## src/rtl/src_sel_pkg.sv

```systemverilog
package src_sel_pkg;

    localparam int MODE_W   = 8;
    localparam int MASK_W   = 32;
    localparam int WMODE_W  = 4;
    localparam int NUM_AUTO = 3;
    localparam int SEL_W    = 9;

    typedef struct packed {
        logic [1:0] main_orb;
        logic       orb2;
        logic       orb1;
        logic [1:0] main_bc;
        logic       bcref;
        logic       bc2;
        logic       bc1;
    } sel_t;

    typedef enum logic [2:0] {
        ST_MANUAL = 3'd0,
        ST_NORUN  = 3'd1,
        ST_RUN1   = 3'd2,
        ST_RUN2   = 3'd3,
        ST_RUN3   = 3'd4
    } state_e;

    function automatic logic is_auto(input logic [WMODE_W-1:0] wm);
        return (wm >= WMODE_W'(1)) && (wm <= WMODE_W'(NUM_AUTO));
    endfunction

    function automatic state_e pick_state(input logic [WMODE_W-1:0] wm,
                                          input logic run);
        state_e s;
        if (!is_auto(wm))      s = ST_MANUAL;
        else if (!run)         s = ST_NORUN;
        else begin
            case (wm[1:0])
                2'd1:    s = ST_RUN1;
                2'd2:    s = ST_RUN2;
                default: s = ST_RUN3;
            endcase
        end
        return s;
    endfunction

endpackage

```

## src/rtl/run_classifier.sv

```systemverilog
module run_classifier
    import src_sel_pkg::*;
#(
    parameter int M_W = MODE_W,
    parameter int K_W = MASK_W
) (
    input  logic [M_W-1:0] mach_mode,
    input  logic [K_W-1:0] run_mask,
    output logic           is_run
);
    localparam int IDX_W = $clog2(K_W);

    logic out_of_range;

    generate
        if (M_W > IDX_W) begin : g_range
            assign out_of_range = |mach_mode[M_W-1:IDX_W];
        end else begin : g_norange
            assign out_of_range = 1'b0;
        end
    endgenerate

    assign is_run = out_of_range ? 1'b0 : run_mask[mach_mode[IDX_W-1:0]];

    // values past the mask never read as run
    always_comb begin
        if (out_of_range)
            p_high_mode_norun_r5: assert (is_run == 1'b0);
    end

endmodule

```

## src/rtl/sel_state_reg.sv

```systemverilog
module sel_state_reg
    import src_sel_pkg::*;
(
    input  logic               clk,
    input  logic               rst,
    input  logic [WMODE_W-1:0] work_mode,
    input  logic               is_run,
    output state_e             state_q
);

    always_ff @(posedge clk) begin
        if (rst) state_q <= ST_MANUAL;
        else     state_q <= pick_state(work_mode, is_run);
    end

    p_state_legal_r7: assert property (@(posedge clk) disable iff (rst)
        state_q inside {ST_MANUAL, ST_NORUN, ST_RUN1, ST_RUN2, ST_RUN3});

    p_manual_mode_r3: assert property (@(posedge clk) disable iff (rst)
        !is_auto(work_mode) |=> state_q == ST_MANUAL);

    p_norun_r4: assert property (@(posedge clk) disable iff (rst)
        (is_auto(work_mode) && !is_run) |=> state_q == ST_NORUN);

    p_run_r4: assert property (@(posedge clk) disable iff (rst)
        (is_auto(work_mode) && is_run) |=>
            (state_q != ST_MANUAL && state_q != ST_NORUN));

endmodule

```

## src/rtl/sel_out_reg.sv

```systemverilog
module sel_out_reg
    import src_sel_pkg::*;
(
    input  logic   clk,
    input  logic   rst,
    input  state_e state_q,
    input  sel_t   manual_sel,
    input  sel_t   norun_sel,
    input  sel_t   run_sel [NUM_AUTO],
    output sel_t   sel_q
);

    sel_t chosen;

    always_comb begin
        case (state_q)
            ST_MANUAL: chosen = manual_sel;
            ST_NORUN:  chosen = norun_sel;
            ST_RUN1:   chosen = run_sel[0];
            ST_RUN2:   chosen = run_sel[1];
            ST_RUN3:   chosen = run_sel[2];
            default:   chosen = manual_sel;
        endcase
    end

    always_ff @(posedge clk) begin
        if (rst) sel_q <= '0;
        else     sel_q <= chosen;
    end

    // a state held with a held source keeps the output quiet
    p_hold_stable_r8: assert property (@(posedge clk) disable iff (rst)
        ($stable(state_q) && $stable(chosen)) |=> $stable(sel_q));

    // no-run state hands over the shared set one clock later
    p_norun_cfg_r6: assert property (@(posedge clk) disable iff (rst)
        (state_q == ST_NORUN) |=> sel_q == $past(norun_sel));

endmodule

```

## src/rtl/src_select_ctrl.sv

```systemverilog
module src_select_ctrl
    import src_sel_pkg::*;
(
    input  logic               clk,
    input  logic               rst,
    input  logic [WMODE_W-1:0] work_mode,
    input  logic [MODE_W-1:0]  mach_mode,
    input  logic [MASK_W-1:0]  run_mask,
    input  logic [SEL_W-1:0]   cfg_norun,
    input  logic [SEL_W-1:0]   cfg_run1,
    input  logic [SEL_W-1:0]   cfg_run2,
    input  logic [SEL_W-1:0]   cfg_run3,
    input  logic               man_bc1,
    input  logic               man_bc2,
    input  logic               man_bcref,
    input  logic [1:0]         man_main_bc,
    input  logic               man_orb1,
    input  logic               man_orb2,
    input  logic [1:0]         man_main_orb,
    output logic [SEL_W-1:0]   sel_vec,
    output logic [2:0]         state_o
);

    logic   is_run;
    state_e state_q;
    sel_t   manual_sel;
    sel_t   run_sel [NUM_AUTO];
    sel_t   sel_q;

    always_comb begin
        manual_sel.bc1      = man_bc1;
        manual_sel.bc2      = man_bc2;
        manual_sel.bcref    = man_bcref;
        manual_sel.main_bc  = man_main_bc;
        manual_sel.orb1     = man_orb1;
        manual_sel.orb2     = man_orb2;
        manual_sel.main_orb = man_main_orb;
    end

    assign run_sel[0] = sel_t'(cfg_run1);
    assign run_sel[1] = sel_t'(cfg_run2);
    assign run_sel[2] = sel_t'(cfg_run3);

    run_classifier #(.M_W(MODE_W), .K_W(MASK_W)) u_cls (
        .mach_mode (mach_mode),
        .run_mask  (run_mask),
        .is_run    (is_run)
    );

    sel_state_reg u_st (
        .clk       (clk),
        .rst       (rst),
        .work_mode (work_mode),
        .is_run    (is_run),
        .state_q   (state_q)
    );

    sel_out_reg u_out (
        .clk        (clk),
        .rst        (rst),
        .state_q    (state_q),
        .manual_sel (manual_sel),
        .norun_sel  (sel_t'(cfg_norun)),
        .run_sel    (run_sel),
        .sel_q      (sel_q)
    );

    assign sel_vec = sel_q;
    assign state_o = state_q;

    // manual state hands the manual selects to the output one clock later
    p_manual_out_r2: assert property (@(posedge clk) disable iff (rst)
        (state_q == ST_MANUAL) |=> sel_vec == $past({man_main_orb, man_orb2,
            man_orb1, man_main_bc, man_bcref, man_bc2, man_bc1}));

    // run state of mode 2 hands over its own set
    p_run2_out_r7: assert property (@(posedge clk) disable iff (rst)
        (state_q == ST_RUN2) |=> sel_vec == $past(cfg_run2));

endmodule

```

## config.mk

```make
export PLATFORM = sky130hd
export DESIGN_NAME = src_select_ctrl
export DESIGN_NICKNAME = d
export VERILOG_FILES = /design/src/rtl/src_sel_pkg.sv /design/src/rtl/run_classifier.sv /design/src/rtl/sel_state_reg.sv /design/src/rtl/sel_out_reg.sv /design/src/rtl/src_select_ctrl.sv
export SDC_FILE = /design/constraint.sdc
export NUM_CORES = 1
export LEC_CHECK = 0
export ABC_AREA = 1
export BUFFER_PORTS_ARGS = -buffer_cell sky130_fd_sc_hd__buf_4
export CORE_UTILIZATION = 39
export CTS_CLUSTER_SIZE = 30
export DETAILED_ROUTE_END_ITERATION = 16
export GPL_TIMING_DRIVEN = 1
export PLACE_DENSITY = 0.9
export RECOVER_POWER = 50
export SLEW_MARGIN = 20
export SYNTH_ARGS = -nofsm -noshare
export SYNTH_HDL_FRONTEND = slang
export SYNTH_SLANG_ARGS = --single-unit
```

## constraint.sdc

```tcl
create_clock -name clk -period 1.9 [get_ports clk]
set_clock_uncertainty 0.15 [all_clocks]
set_input_delay 0.19 -clock clk [delete_from_list [all_inputs] [get_ports clk]]
set_output_delay 0.19 -clock clk [all_outputs]
set_load 0.1 [all_outputs]
```

==> flow_metrics.tcl <==
set metrics [dict create \
    status "complete, no violations" \
    avgRoutedWirePerCell_um 12.03 \
    clkPwrFrac_pct 19.4 \
    slew_headroom_pct 48.09 \
    ir_worst_vdd_uv 450.4 \
    drt_first_iter_violations 50 \
    tightest_slew_ns 0.7753 \
    rrSetupSlack_ns 0.11 \
    r2r-end "u_out.sel_q[0]" \
    numCtsBuffers 3 \
    io_pins 103 \
    met1_length_mm 1.381 \
    layout_setup_ws_ns 0.1096 \
    yosysUniqueCellTypes 20 \
    worst_ep_arrival_time_ns 1.78 \
    fp.dieH_um 53.79 \
    ys_seq_area_share_pct 22.97 \
    avgSynthCellArea_um2 6.153 \
    synth_top_family_by_area "simple AND/OR/NAND/NOR gates" \
    max_freq_mhz 558.5 \
    top_layer_used "met4" \
    ys_seq_elements 12 \
    hold_viol_final 0 \
    start_util_pct 41.84 \
    path_cells "nor3b_2 -> nor3_4 -> nand2_1 -> a21oi_1" \
    synth.cell_area_um2 1046 \
    grt_usage_pct 25.64 \
    required_ns 1.89 \
    rows 18 \
    critical_path.startpoint_type "flip-flop" \
    clock-root-buffer "clkbuf_4" \
    power.switching_w 0.0002905 \
    crit_cells 4 \
    mostFrequentLayoutCell "buf_4" \
    die_w_um 53.79 \
    cts_tree "yes" \
    p_leak_nw 1.001 \
    finalNonFillerCells 300 \
    clock-sinks 12 \
    max-cap-violations 0 \
    antenna_found_initial 0 \
    crit_slowest_cell "nor3b_2" \
    core_um2 2500 \
    ff2ff_path_depth 4 \
    htreeDepth 1 \
    fin_crit_sh_pct 94.23 \
    met2_length_mm 1.835 \
    p_per_area_nw_per_um2 441.1 \
    nets 366 \
    yosys.area_share.adder_pct 3.589 \
    drt_wl_total_mm 3.608 \
    die_area_um2 2893 \
    dpl_worst_slack_ns 0.1890 \
    grt_start_max_net_pins 18 \
    critPathMaxFanout 13 \
    place_inst 297 \
    power_w 0.0007942 \
    critPathCapture "u_out.sel_q[0]" \
    area_delta_synth_final_pct 72.13 \
    hpwl_mm 2.909 \
    r2r_start "u_st.state_q[0]" \
    setup_tns_ns 0 \
    port_buffers 102 \
    final_cell_mix "93 x buf_4, 62 x nand2_1, 35 x nand3_1" \
    fin_crit_ns 1.790 \
    syn_inst 170 \
    pwr-share-seq_pct 34.2 \
    gp_congestion 0.8786 \
    drive_above_1_share_pct 44.81 \
    p_int_w 0.0005037 \
    viasPerCell 5.033 \
    synth_warnings 0 \
    wl_met3_um 341 \
    worst-path-buf-inv 0 \
    clk_latency_ns 0.27 \
    vias 1510 \
    antenna_left 0 \
    critical_path_class "reg -> reg" \
    cts_buffer_depth 2 \
    post_cts_resized 0 \
    synth.net_count 264 \
    clk_pin_slew_ns 0.07 \
    muxShareOfSynthArea_pct 0 \
    grt_pass1_wl_mm 5.375 \
    hp-class "in -> reg" \
    finalCoreUtilization_pct 72.02 \
    slowest_delay_ns 0.69 \
    yosys.area_share.simple_pct 51.08 \
    synth-compound-area-share_pct 11.84 \
    grt_pass1_vias 1342 \
    fillers 217 \
    end_kind "flip-flop" \
    rsz0062_at_grt "false" \
    postCtsSetupRepairBufs 0 \
    cp_top_family "simple AND/OR/NAND/NOR gates" \
    setup_viol 0 \
    swShare_pct 36.58 \
    drc 0 \
    crit_start "u_st.state_q[0]" \
    hold_buffers 0 \
    comb_power_share_pct 46.4 \
    first_pass_iters 4 \
    diodes 0 \
    synth_xor_area_share_pct 0 \
    drv_slew 0 \
    grt_remaining_overflow 0 \
]
[power by group through the flow]
stage	Sequential (W)	Clock [W]	Combinational, W
CTS	0.000272	0.000156	0.000377
detailed placement	0.000278	0	0.000376
global route	0.000273	0.000171	0.000397
global placement	0.000277	0	0.000372
finish	0.000272	0.000154	0.000369
floorplan	0.000376	0	0.000103
[worst min-delay path by stage]
stage                                end    start  depth (start not counted)
after CTS                 u_out.sel_q[4]      rst                          2
final                     u_out.sel_q[5]      rst                          2
after global routing      u_out.sel_q[2]      rst                          2
after global placement    u_out.sel_q[4]      rst                          2
after detailed placement  u_out.sel_q[4]      rst                          2
after floorplan           u_out.sel_q[0]  man_bc1                          2
[cell usage after synthesis]
library cell / count / area [um2]
nand2_1: 62 / 232.7
buf_12: 1 / 20.02
ha_1: 3 / 37.54
nor2_1: 8 / 30.03
nand3b_1: 1 / 7.510
dfxtp_1: 12 / 240.2
nor3_1: 2 / 10.01
nand4_1: 1 / 6.260
inv_2: 3 / 11.26
a221oi_1: 9 / 78.83
nand3_1: 35 / 175.2
nor3_4: 1 / 16.27
inv_6: 1 / 8.760
buf_6: 2 / 22.52
nand2_2: 7 / 43.79
a21oi_1: 9 / 45.04
buf_2: 2 / 10.01
inv_1: 9 / 33.78
clkbuf_1: 1 / 3.750
nor3b_2: 1 / 12.51
[per-stage QoR]
step,hold slack (ns),instance area [um2]
after floorplan,0.1877,1050
after global placement,0.2922,1804
after detailed placement,0.2991,1804
after CTS,0.01717,1827
after global routing,0.01322,1800
final,0.02444,1800
[layout make-up]
type                            instances  area [um2]  share of cell area [%]
Timing Repair Buffer                  103       747.0                   41.49
Multi-Input combinational cell        139       695.7                   38.64
Sequential cell                        12       244.0                   13.55
Inverter                               13       53.80                   2.988
Tap cell                               30       37.54                   2.085
Clock buffer                            3       22.52                   1.251
[routing by layer]
| layer | global-route usage [%] | vias up |
|---|---|---|
| li1 | - | 773 |
| met1 | 28.55 | 658 |
| met2 | 46.09 | 73 |
| met3 | 7.627 | 6 |
| met4 | 7.895 | 0 |
| met5 | 0 | - |
[sequential cells by signal, indices dropped and copies added (netlist names)]
signal / count
u_out.sel_q: 9
u_st.state_q: 3
[cell families after synthesis]
family | count (synthesis)
simple gates | 118
buf+inv | 19
compound gates | 18
flops | 12
fa+ha+maj | 3
Note: power is estimated with default switching activity, not from simulation.
